### src/rtl/alu8_pkg.sv
`timescale 1ns/1ps
package alu8_pkg;

    // Operation select; code values are part of the block's contract.
    typedef enum logic [2:0] {
        OP_PASS_A = 3'd0,
        OP_PASS_B = 3'd1,
        OP_NEG_A  = 3'd2,
        OP_NEG_B  = 3'd3,
        OP_ADD_U  = 3'd4,
        OP_ADD_S  = 3'd5,
        OP_SUB_AB = 3'd6,
        OP_SUB_BA = 3'd7
    } op_e;

    // Overflow rule picked per operation.
    typedef enum logic [1:0] {
        VF_NONE   = 2'd0,
        VF_CARRY  = 2'd1,
        VF_SIGNED = 2'd2
    } vf_e;

endpackage

### src/rtl/alu8_opsel.sv
`timescale 1ns/1ps
module alu8_opsel #(
    parameter int W = 4
) (
    input  logic [W-1:0]   a_i,
    input  logic [W-1:0]   b_i,
    input  alu8_pkg::op_e  op_i,
    output logic [W-1:0]   lhs_o,
    output logic [W-1:0]   rhs_o,
    output logic           cin_o,
    output alu8_pkg::vf_e  vf_o
);
    import alu8_pkg::*;

    localparam logic [W-1:0] ZERO = '0;

    typedef struct packed {
        logic [W-1:0] lhs;
        logic [W-1:0] rhs;
        logic         inv;
        logic         cin;
        vf_e          vf;
    } sel_t;

    sel_t sel_d;

    always_comb begin
        sel_d.lhs = a_i;
        sel_d.rhs = ZERO;
        sel_d.inv = 1'b0;
        sel_d.cin = 1'b0;
        sel_d.vf  = VF_NONE;
        case (op_i)
            OP_PASS_A: begin
                sel_d.lhs = a_i;
            end
            OP_PASS_B: begin
                sel_d.lhs = b_i;
            end
            OP_NEG_A: begin
                sel_d.lhs = ZERO;
                sel_d.rhs = a_i;
                sel_d.inv = 1'b1;
                sel_d.cin = 1'b1;
                sel_d.vf  = VF_SIGNED;
            end
            OP_NEG_B: begin
                sel_d.lhs = ZERO;
                sel_d.rhs = b_i;
                sel_d.inv = 1'b1;
                sel_d.cin = 1'b1;
                sel_d.vf  = VF_SIGNED;
            end
            OP_ADD_U: begin
                sel_d.rhs = b_i;
                sel_d.vf  = VF_CARRY;
            end
            OP_ADD_S: begin
                sel_d.rhs = b_i;
                sel_d.vf  = VF_SIGNED;
            end
            OP_SUB_AB: begin
                sel_d.rhs = b_i;
                sel_d.inv = 1'b1;
                sel_d.cin = 1'b1;
                sel_d.vf  = VF_SIGNED;
            end
            OP_SUB_BA: begin
                sel_d.lhs = b_i;
                sel_d.rhs = a_i;
                sel_d.inv = 1'b1;
                sel_d.cin = 1'b1;
                sel_d.vf  = VF_SIGNED;
            end
            default: begin
                sel_d.lhs = a_i;
            end
        endcase
    end

    assign lhs_o = sel_d.lhs;
    assign rhs_o = sel_d.rhs ^ {W{sel_d.inv}};
    assign cin_o = sel_d.cin;
    assign vf_o  = sel_d.vf;

endmodule

### src/rtl/alu8_ripple.sv
`timescale 1ns/1ps
module alu8_ripple #(
    parameter int W = 4
) (
    input  logic [W-1:0] x_i,
    input  logic [W-1:0] y_i,
    input  logic         cin_i,
    output logic [W-1:0] sum_o,
    output logic         cout_o
);
    logic [W:0] carry;

    assign carry[0] = cin_i;

    for (genvar i = 0; i < W; i++) begin : g_fa
        logic half;
        assign half       = x_i[i] ^ y_i[i];
        assign sum_o[i]   = half ^ carry[i];
        assign carry[i+1] = (x_i[i] & y_i[i]) | (carry[i] & half);
    end

    assign cout_o = carry[W];

endmodule

### src/rtl/alu8_flag.sv
`timescale 1ns/1ps
module alu8_flag (
    input  logic          lhs_msb_i,
    input  logic          rhs_msb_i,
    input  logic          sum_msb_i,
    input  logic          cout_i,
    input  alu8_pkg::vf_e vf_i,
    output logic          v_o
);
    import alu8_pkg::*;

    always_comb begin
        case (vf_i)
            VF_CARRY:  v_o = cout_i;
            VF_SIGNED: v_o = (lhs_msb_i == rhs_msb_i) && (sum_msb_i != lhs_msb_i);
            default:   v_o = 1'b0;
        endcase
    end

endmodule

### src/rtl/alu8_unit.sv
`timescale 1ns/1ps
module alu8_unit #(
    parameter int W = 4
) (
    input  logic [W-1:0] a_i,
    input  logic [W-1:0] b_i,
    input  logic [2:0]   op_i,
    output logic [W-1:0] x_o,
    output logic         v_o
);
    import alu8_pkg::*;

    localparam logic [W-1:0] MOST_NEG = {1'b1, {(W-1){1'b0}}};

    op_e          op_d;
    logic [W-1:0] lhs_d;
    logic [W-1:0] rhs_d;
    logic         cin_d;
    vf_e          vf_d;
    logic [W-1:0] sum_d;
    logic         cout_d;

    assign op_d = op_e'(op_i);

    alu8_opsel #(.W(W)) u_opsel (
        .a_i   (a_i),
        .b_i   (b_i),
        .op_i  (op_d),
        .lhs_o (lhs_d),
        .rhs_o (rhs_d),
        .cin_o (cin_d),
        .vf_o  (vf_d)
    );

    alu8_ripple #(.W(W)) u_ripple (
        .x_i    (lhs_d),
        .y_i    (rhs_d),
        .cin_i  (cin_d),
        .sum_o  (sum_d),
        .cout_o (cout_d)
    );

    alu8_flag u_flag (
        .lhs_msb_i (lhs_d[W-1]),
        .rhs_msb_i (rhs_d[W-1]),
        .sum_msb_i (sum_d[W-1]),
        .cout_i    (cout_d),
        .vf_i      (vf_d),
        .v_o       (v_o)
    );

    assign x_o = sum_d;

    // Guards on the assembled datapath, checked against plain arithmetic.
    always_comb begin
        if (op_d == OP_PASS_A) begin

            pass_a_chk: assert (x_o == a_i && !v_o);
        end
        if (op_d == OP_NEG_A) begin

            neg_a_chk: assert (x_o == W'(-a_i) && v_o == (a_i == MOST_NEG));
        end
        if (op_d == OP_ADD_U) begin

            add_u_chk: assert ({v_o, x_o} == ({1'b0, a_i} + {1'b0, b_i}));
        end
        if (op_d == OP_ADD_S) begin

            add_s_chk: assert (x_o == W'(a_i + b_i));
        end
        if (op_d == OP_SUB_AB) begin

            sub_ab_chk: assert (x_o == W'(a_i - b_i));
        end
    end

endmodule

### config.mk
export PLATFORM = sky130hd
export DESIGN_NAME = alu8_unit
export DESIGN_NICKNAME = d
export VERILOG_FILES = /design/src/rtl/alu8_pkg.sv /design/src/rtl/alu8_opsel.sv /design/src/rtl/alu8_ripple.sv /design/src/rtl/alu8_flag.sv /design/src/rtl/alu8_unit.sv
export SDC_FILE = /design/constraint.sdc
export NUM_CORES = 1
export LEC_CHECK = 0
export ABC_AREA = 1
export BUFFER_PORTS_ARGS = -buffer_cell sky130_fd_sc_hd__buf_2
export CAP_MARGIN = 20
export CORE_AREA = 2 2 39 41
export DETAILED_ROUTE_END_ITERATION = 10
export DIE_AREA = 0 0 41 43
export PLACE_DENSITY_LB_ADDON = 0.12
export SKIP_LAST_GASP = 1
export SYNTH_ARGS = -nofsm -noshare
export SYNTH_HDL_FRONTEND = slang
export SYNTH_SLANG_ARGS = --single-unit
### constraint.sdc
create_clock -name vclk -period 2.3
set_clock_uncertainty 0.1 [all_clocks]
set_input_delay 0.115 -clock vclk [all_inputs]
set_output_delay 0.115 -clock vclk [all_outputs]
set_load 0.05 [all_outputs]
### Word level (Yosys, flattened, before mapping)

Index checks and enable logic that the tools add are counted.

* register bits after elaboration: 0
* output and inout port bits: 5
* logic and storage cells: 44

* equal/unequal tests: 11
* multiplexer cells: 5
* bitwise operators: 21
* reduce and logical (&&, ||, !) cells: 7

Operators by type and width (count)
* one-hot mux 4 bit (2 select lines): 2
* == test 3 bit (second input constant): 4
* bitwise AND 1 bit: 8
* OR reduction 4 bit: 2
* XOR 1 bit: 8
* == test 3 x 2 -> 1 bit (second input constant): 2
* OR reduction 2 bit: 3
* OR reduction 5 bit: 1
* OR 1 bit: 4
* one-hot mux 2 bit (2 select lines): 1
* XOR 4 bit: 1
* == test 3 x 1 -> 1 bit (second input constant): 1
* == test 2 x 1 -> 1 bit (second input constant): 1
* == test 2 bit (second input constant): 1
* 2-to-1 mux 2 bit: 1
* one-hot mux 1 bit (2 select lines): 1
* == test 1 bit: 1
* logical AND 1 bit: 1
* inequality test 1 bit: 1

### Depth between registers and ports, before layout

Gate-level depths: netlist (run 1).

* depth after elaboration: 15
* depth in mapped cells: 17

### Modules after synthesis

A second synthesis (run 1) with hierarchy kept.

* cells, all modules: 77
* area, all modules: 421.7 µm²

By module, submodules not included
* alu8_opsel: times used 1, cells each 50, area each 230.2 µm², sequential area each 0.0 µm²
* alu8_ripple: times used 1, cells each 14, area each 117.6 µm², sequential area each 0.0 µm²
* alu8_flag: times used 1, cells each 13, area each 73.8 µm², sequential area each 0.0 µm²

### Worst setup path after synthesis (run 1)

OpenSTA, ideal clock, no wires.

* path type: input port to output port
* start: input op_i[1]
* end: output v_o
* data arrival time: 2.702 ns
* data required time: 2.085 ns
* slack: -0.617 ns
* stages: 17
* buffers on the path: 0
* cell sequence: inv_2 > nand2_2 > nand2_4 > nand2_2 > nand2_1 > inv_2 > nand2_1 > a22oi_1 > fa_1 > inv_1 > fa_1 > inv_1 > fa_1 > inv_1 > nand2_1 > nand3_1 > a21oi_1

* word-level cells in the longest chain between the ends: 15

Ends and longest elaborated chain
* start, declared: RTL line alu8_unit.sv:7 `input logic [2:0] op_i,`
* == test 3 bit or == test 3 x 2 -> 1 bit (tied branches): RTL line alu8_opsel.sv:33 `case (op_i)`
* OR reduction 4 bit (no line) or OR reduction 2 bit (tied branches)
* one-hot mux 4 bit (2 select lines) or 2-to-1 mux 2 bit (tied branches): RTL line alu8_opsel.sv:33
* XOR 4 bit: RTL line alu8_opsel.sv:82 `assign rhs_o = sel_d.rhs ^ {W{sel_d.inv}};`
* XOR 1 bit: RTL line alu8_ripple.sv:17 `assign half = x_i[i] ^ y_i[i];`
* bitwise AND 1 bit: RTL line alu8_ripple.sv:19 `assign carry[i+1] = (x_i[i] & y_i[i]) | (carry[i] & half);`
* OR 1 bit: RTL line alu8_ripple.sv:19
* bitwise AND 1 bit: RTL line alu8_ripple.sv:19
* OR 1 bit: RTL line alu8_ripple.sv:19
* bitwise AND 1 bit: RTL line alu8_ripple.sv:19
* OR 1 bit: RTL line alu8_ripple.sv:19
* XOR 1 bit (*): RTL line alu8_ripple.sv:18 `assign sum_o[i] = half ^ carry[i];`
* net u_flag.sum_msb_i: RTL line alu8_flag.sv:5 `input logic sum_msb_i,`
* inequality test 1 bit (*): RTL line alu8_flag.sv:15 `VF_SIGNED: v_o = (lhs_msb_i == rhs_msb_i) && (sum_msb_i != lhs_msb_i);`
* logical AND 1 bit (*): RTL line alu8_flag.sv:15
* one-hot mux 1 bit (2 select lines) (*): RTL line alu8_flag.sv:13 `case (vf_i)`
* end, declared: RTL line alu8_unit.sv:9 `output logic v_o`

The timed path passes the listed nets; every way through them passes the cells marked *.

### Worst setup path in the final report (run 1)

* start: input op_i[1]
* end: output v_o

* word-level cells in the longest chain between the ends: 15

Ends and longest elaborated chain (RTL line)
* == test 3 bit or == test 3 x 2 -> 1 bit (tied branches): alu8_opsel.sv:33
* OR reduction 4 bit (no line) or OR reduction 2 bit (tied branches)
* one-hot mux 4 bit (2 select lines) or 2-to-1 mux 2 bit (tied branches): alu8_opsel.sv:33
* XOR 4 bit: alu8_opsel.sv:82
* XOR 1 bit: alu8_ripple.sv:17
* bitwise AND 1 bit: alu8_ripple.sv:19
* OR 1 bit: alu8_ripple.sv:19
* bitwise AND 1 bit: alu8_ripple.sv:19
* OR 1 bit: alu8_ripple.sv:19
* bitwise AND 1 bit: alu8_ripple.sv:19
* OR 1 bit: alu8_ripple.sv:19
* XOR 1 bit: alu8_ripple.sv:18
* inequality test 1 bit: alu8_flag.sv:15
* logical AND 1 bit: alu8_flag.sv:15
* one-hot mux 1 bit (2 select lines) (*): alu8_flag.sv:13

Mark *: on every way between the ends. The rest lies on a longest branch, timed or not.

==> impl_metrics.ini, run 1 <==
[status]
status = complete, but fails checks
violations = negative setup slack

[worst_hold_path]
hp-class = in2out

[setup_path]
cp_slowest_stage_delay_ps = 490
path_common_cell = nand2_4
crit_chain = buf_12, inv_8, nand2_4, nand2_4, nand2_4, nand3_4, nand2_4, nand3_2, nand2_2, fa_2, inv_2, fa_2, inv_2, fa_1, inv_1, nand2_1, nand3_2, a21oi_4, buf_6
end_kind = output port
cp.arrival_ps = 2380
cp.required_ps = 2090
crit_slowest_cell = fa_1
critical_path.top_delay_family = adder cells
critical_path.max_fanout = 4
cp_num_buf_inv = 6
start_kind = input pin
crit_type = in2out

[timing]
report.final.setup_viol = 3
finalCritPeriodShare = 1.127
min_period_ps = 2593
relSlewSlack = 0.7966
fin_tns_setup_ps = -599.2
rsz0062_at_grt = yes
fmax_mhz = 385.7
worst_slack_ps = -292.9
hold_violations = 0
drv_slew = 0
worstMarginPinSlew_ps = 301.9

[placed_design]
gp_congestion = 0.7384
pre_cts_ws_ps = -532.5
port_buffers = 16
dpl.hpwl_mm = 1.012
placed_cell_area_um2 = 690.7

[synth]
ys_types = 15
synth-seq-area-share = 0
yosysTopAreaCellShare = 0.1745
yosysMostFrequentCell = nand2_1
synthTopCellsByArea = nand2_1, fa_1, nand3_1, inv_1, ha_1
ys_warn_count = 0
syn_area_um2 = 451.7
synth.avg_cell_area_um2 = 5.718
synthTopCellsByCount = nand2_1, inv_1, nand3_1, nand2_2
syn_inst = 79
synth_top_area_cell = nand2_1
synthesis.nets = 96

[layout]
nFillCells = 119
seq_cells = 0
n_clock_buffer = 0
antennaDiodeCount = 0
nets = 146
drive_gt1_frac = 0.6850
post-route-util = 0.6962
fin_area_um2 = 963.4
regArea_um2 = 0
multiInputGateArea_um2 = 494.2
area_growth_pct = 113.3

[drt]
drtIter0Drc = 7
vias = 666
drc = 0
wl_per_cell_um = 11.10
vias_per_cell = 4.657
dr.pass1.iters = 4
drtAntennaViolNets = 0
routed_wl_mm = 1.588

[grt]
grt_max_degree = 6
antenna_found_initial = 0
grt_pass1_vias = 610
grt_pass1_wl_mm = 2.477
grtUsageTotal = 0.1958
grt_overflow_total = 0

[floorplan]
fp.dieArea_mm2 = 0.001763
dieHeight_um = 43
die_w_um = 41
fp-row-count = 14
initial_core_util = 0.3264
core_mm2 = 0.001384
pin_count = 16

[pwr]
vdd_drop_max_mv = 0.2600
power_uw = 344.5
p_leak_nw = 0.5440
power.density_mw_per_mm2 = 357.6

[job]
maxCapViolations = 0
## metrics by stage
step                cells  hold slack [ps]
floorplan              79            451.1
CTS                   142            716.8
finish                143            694.8
detailed placement    125            769.1
global placement      125            758.2
global route          143            747.8
## layout make-up
cell class         count  area share
multi-input cells     60      0.5130
repair buffers        49      0.3857
inverters             18     0.08052
well taps             16     0.02078
## per-layer routing
metal	vias up	track usage	part of all wire
met5	-	0	0
met4	0	0	0
met3	0	0	0.021
met2	10	0.3844	0.59
met1	315	0.2315	0.39
li1	341	-	-
## timing repair
| item | 4_1_cts | 5_1_grt |
|---|---|---|
| cloned | 0 | 0 |
| setup endpoints to repair | 2 | 3 |
| pin swaps | 12 | 17 |
| hold buffers | 0 | 0 |
| resized for setup | 21 | 22 |
| setup buffers | 17 | 3 |
## cells in the final DEF (no fill, tap or decap)
cell type	count
buf_12	1
a22oi_2	2
nor2_2	1
fa_2	2
a21oi_2	1
o21ai_0	3
fa_1	1
buf_6	5
buf_4	32
a21oi_1	2
a21oi_4	1
nand3_1	7
nand3_2	6
nand2_4	9
inv_1	10
inv_8	1
nand3_4	1
nor2_1	2
ha_1	3
nand2_1	12
buf_2	11
inv_2	6
nand2_2	7
inv_4	1
## logic make-up (layout without fill, tap and decap cells)
logic type	count (synthesis)	in the layout	synth area share
and+or+nand+nor	45	45	0.4959
adders and majority gates	6	6	0.2161
buffers and inverters	19	67	0.1662
AOI/OAI and AO/OA	9	9	0.1219
## path summary, 6_finish.rpt
kind | cells after the start | from | end | slack [ps]
max | 19 | op_i[1] | v_o | -290
min | 6 | op_i[1] | x_o[0] | 690
## report_power, final
part / leakage, nW / switching [mW] / internal (mW)
sequential: 0 / 0 / 0
clock: 0 / 0 / 0
combinational: 0.544 / 0.206 / 0.139
No activity file was read; power rests on OpenSTA's default activity.
==> run 2, diff against run 1 <==
Settings changed: SETUP_SLACK_MARGIN set to 0.2.
==> impl_metrics.ini, run 2 (synthesized netlist as in run 1, its figures left out) <==
[drt]
dr.pass1.iters = 4
routed_wl_mm = 1.483
vias = 672
drtAntennaViolNets = 0
drtIter0Drc = 2
drc = 0
vias_per_cell = 4.667
wl_per_cell_um = 10.30

[grt]
antenna_found_initial = 0
grtUsageTotal = 0.1882
grt_pass1_wl_mm = 2.352
grt_max_degree = 7
grt_pass1_vias = 577
grt_overflow_total = 0

[worst_hold_path]
min_to = x_o[0]
hold_start = op_i[1]
holdPathStages = 6
hp-class = in2out

[layout]
nets = 147
final_common_cell = buf_4
layout_common_cells = buf_4, nand2_1, nand2_4, inv_1, buf_2
antennaDiodeCount = 0
drive_gt1_frac = 0.6719
n_clock_buffer = 0
regArea_um2 = 0
area_growth_pct = 121.9
seq_cells = 0

[setup_path]
crit_chain = buf_12, inv_16, nand2_4, nand2_4, buf_6, nand3_1, nand2_1, inv_2, fa_2, inv_2, fa_2, inv_2, fa_1, inv_1, nand2_1, nand3_2, a21oi_4, buf_6
critical_path.top_delay_family = adder cells
crit_type = in2out
cp_num_buf_inv = 8
start_kind = input pin
critical_path.max_fanout = 3
path_common_cell = inv_2
cp.arrival_ps = 2450
cp.required_ps = 2090
crit_slowest_cell = fa_1
cp_slowest_stage_delay_ps = 520
end_kind = output port

[placed_design]
port_buffers = 16
dpl.hpwl_mm = 1.049
gp_congestion = 0.8042

[timing]
hold_violations = 0
worst_slack_ps = -366.9
fmax_mhz = 375.0
rsz0062_at_grt = yes
drv_slew = 0
fin_tns_setup_ps = -1063
relSlewSlack = 0.7969
finalCritPeriodShare = 1.160
min_period_ps = 2667
report.final.setup_viol = 3
worstMarginPinSlew_ps = 301.5

[pwr]
p_leak_nw = 0.5696
power.density_mw_per_mm2 = 393.9
power_uw = 394.8
vdd_drop_max_mv = 0.3078

[floorplan]
pin_count = 16
fp.dieArea_mm2 = 0.001763
dieHeight_um = 43
fp-row-count = 14
core_mm2 = 0.001384
initial_core_util = 0.3264
die_w_um = 41

[status]
violations = negative setup slack
status = complete, but fails checks

[job]
maxCapViolations = 0
[run 2: worst max path at each step]
stage / from / endpoint / cells past startpoint
floorplan: op_i[0] / v_o / 14
global placement: op_i[1] / v_o / 18
detailed placement: op_i[1] / v_o / 18
CTS: op_i[1] / v_o / 19
global route: op_i[1] / x_o[0] / 24
finish: op_i[1] / v_o / 18
[run 2: area by class of cell]
type,instances,area [um^2]
multi-input combinational,60,494.2
fill,116,381.6
timing repair buffer,50,401.6
tap,16,20.02
inverter,18,86.33
[run 2: per-layer routing]
layer | part of all wire | up-vias | track usage
met5 | 0 | - | 0
met4 | 0 | 0 | 0
met3 | 0.024 | 0 | 0.005236
met2 | 0.59 | 8 | 0.3594
met1 | 0.38 | 320 | 0.2293
li1 | - | 344 | -
[run 2: power breakdown]
part	switching [mW]	internal, mW
combinational	0.216	0.179
clock	0	0
sequential	0	0
total	0.216	0.179
[run 2: stage by stage]
| stage | util | setup slack, ps | hold WS, ps | instances | area, um^2 |
|---|---|---|---|---|---|
| 2_1_floorplan | - | -134.9 | 451.1 | 79 | 530.5 |
| 3_3_place_gp | 0.5506 | -534.8 | 808.6 | 129 | 762.0 |
| 4_1_cts | 0.6700 | -384.6 | 754.5 | 142 | 927.1 |
| 6_report | 0.7242 | -366.9 | 751.8 | 144 | 1002 |
| 5_1_grt | 0.7242 | -477.5 | 801.7 | 144 | 1002 |
| 3_5_place_dp | 0.5506 | -570.0 | 816.9 | 129 | 762.0 |
[run 2: tightest hold or removal path, stage by stage]
cell,delay [ps]
buf_12,110
buf_4,140
nand2_1,70
nand3_1,70
nand2_1,50
buf_4,180
[run 2: what timing repair did]
action,CTS,global route
setup buffers,13,2
resized for setup,21,16
hold buffers,0,0
pin swaps,9,16
setup endpoints to repair,3,4
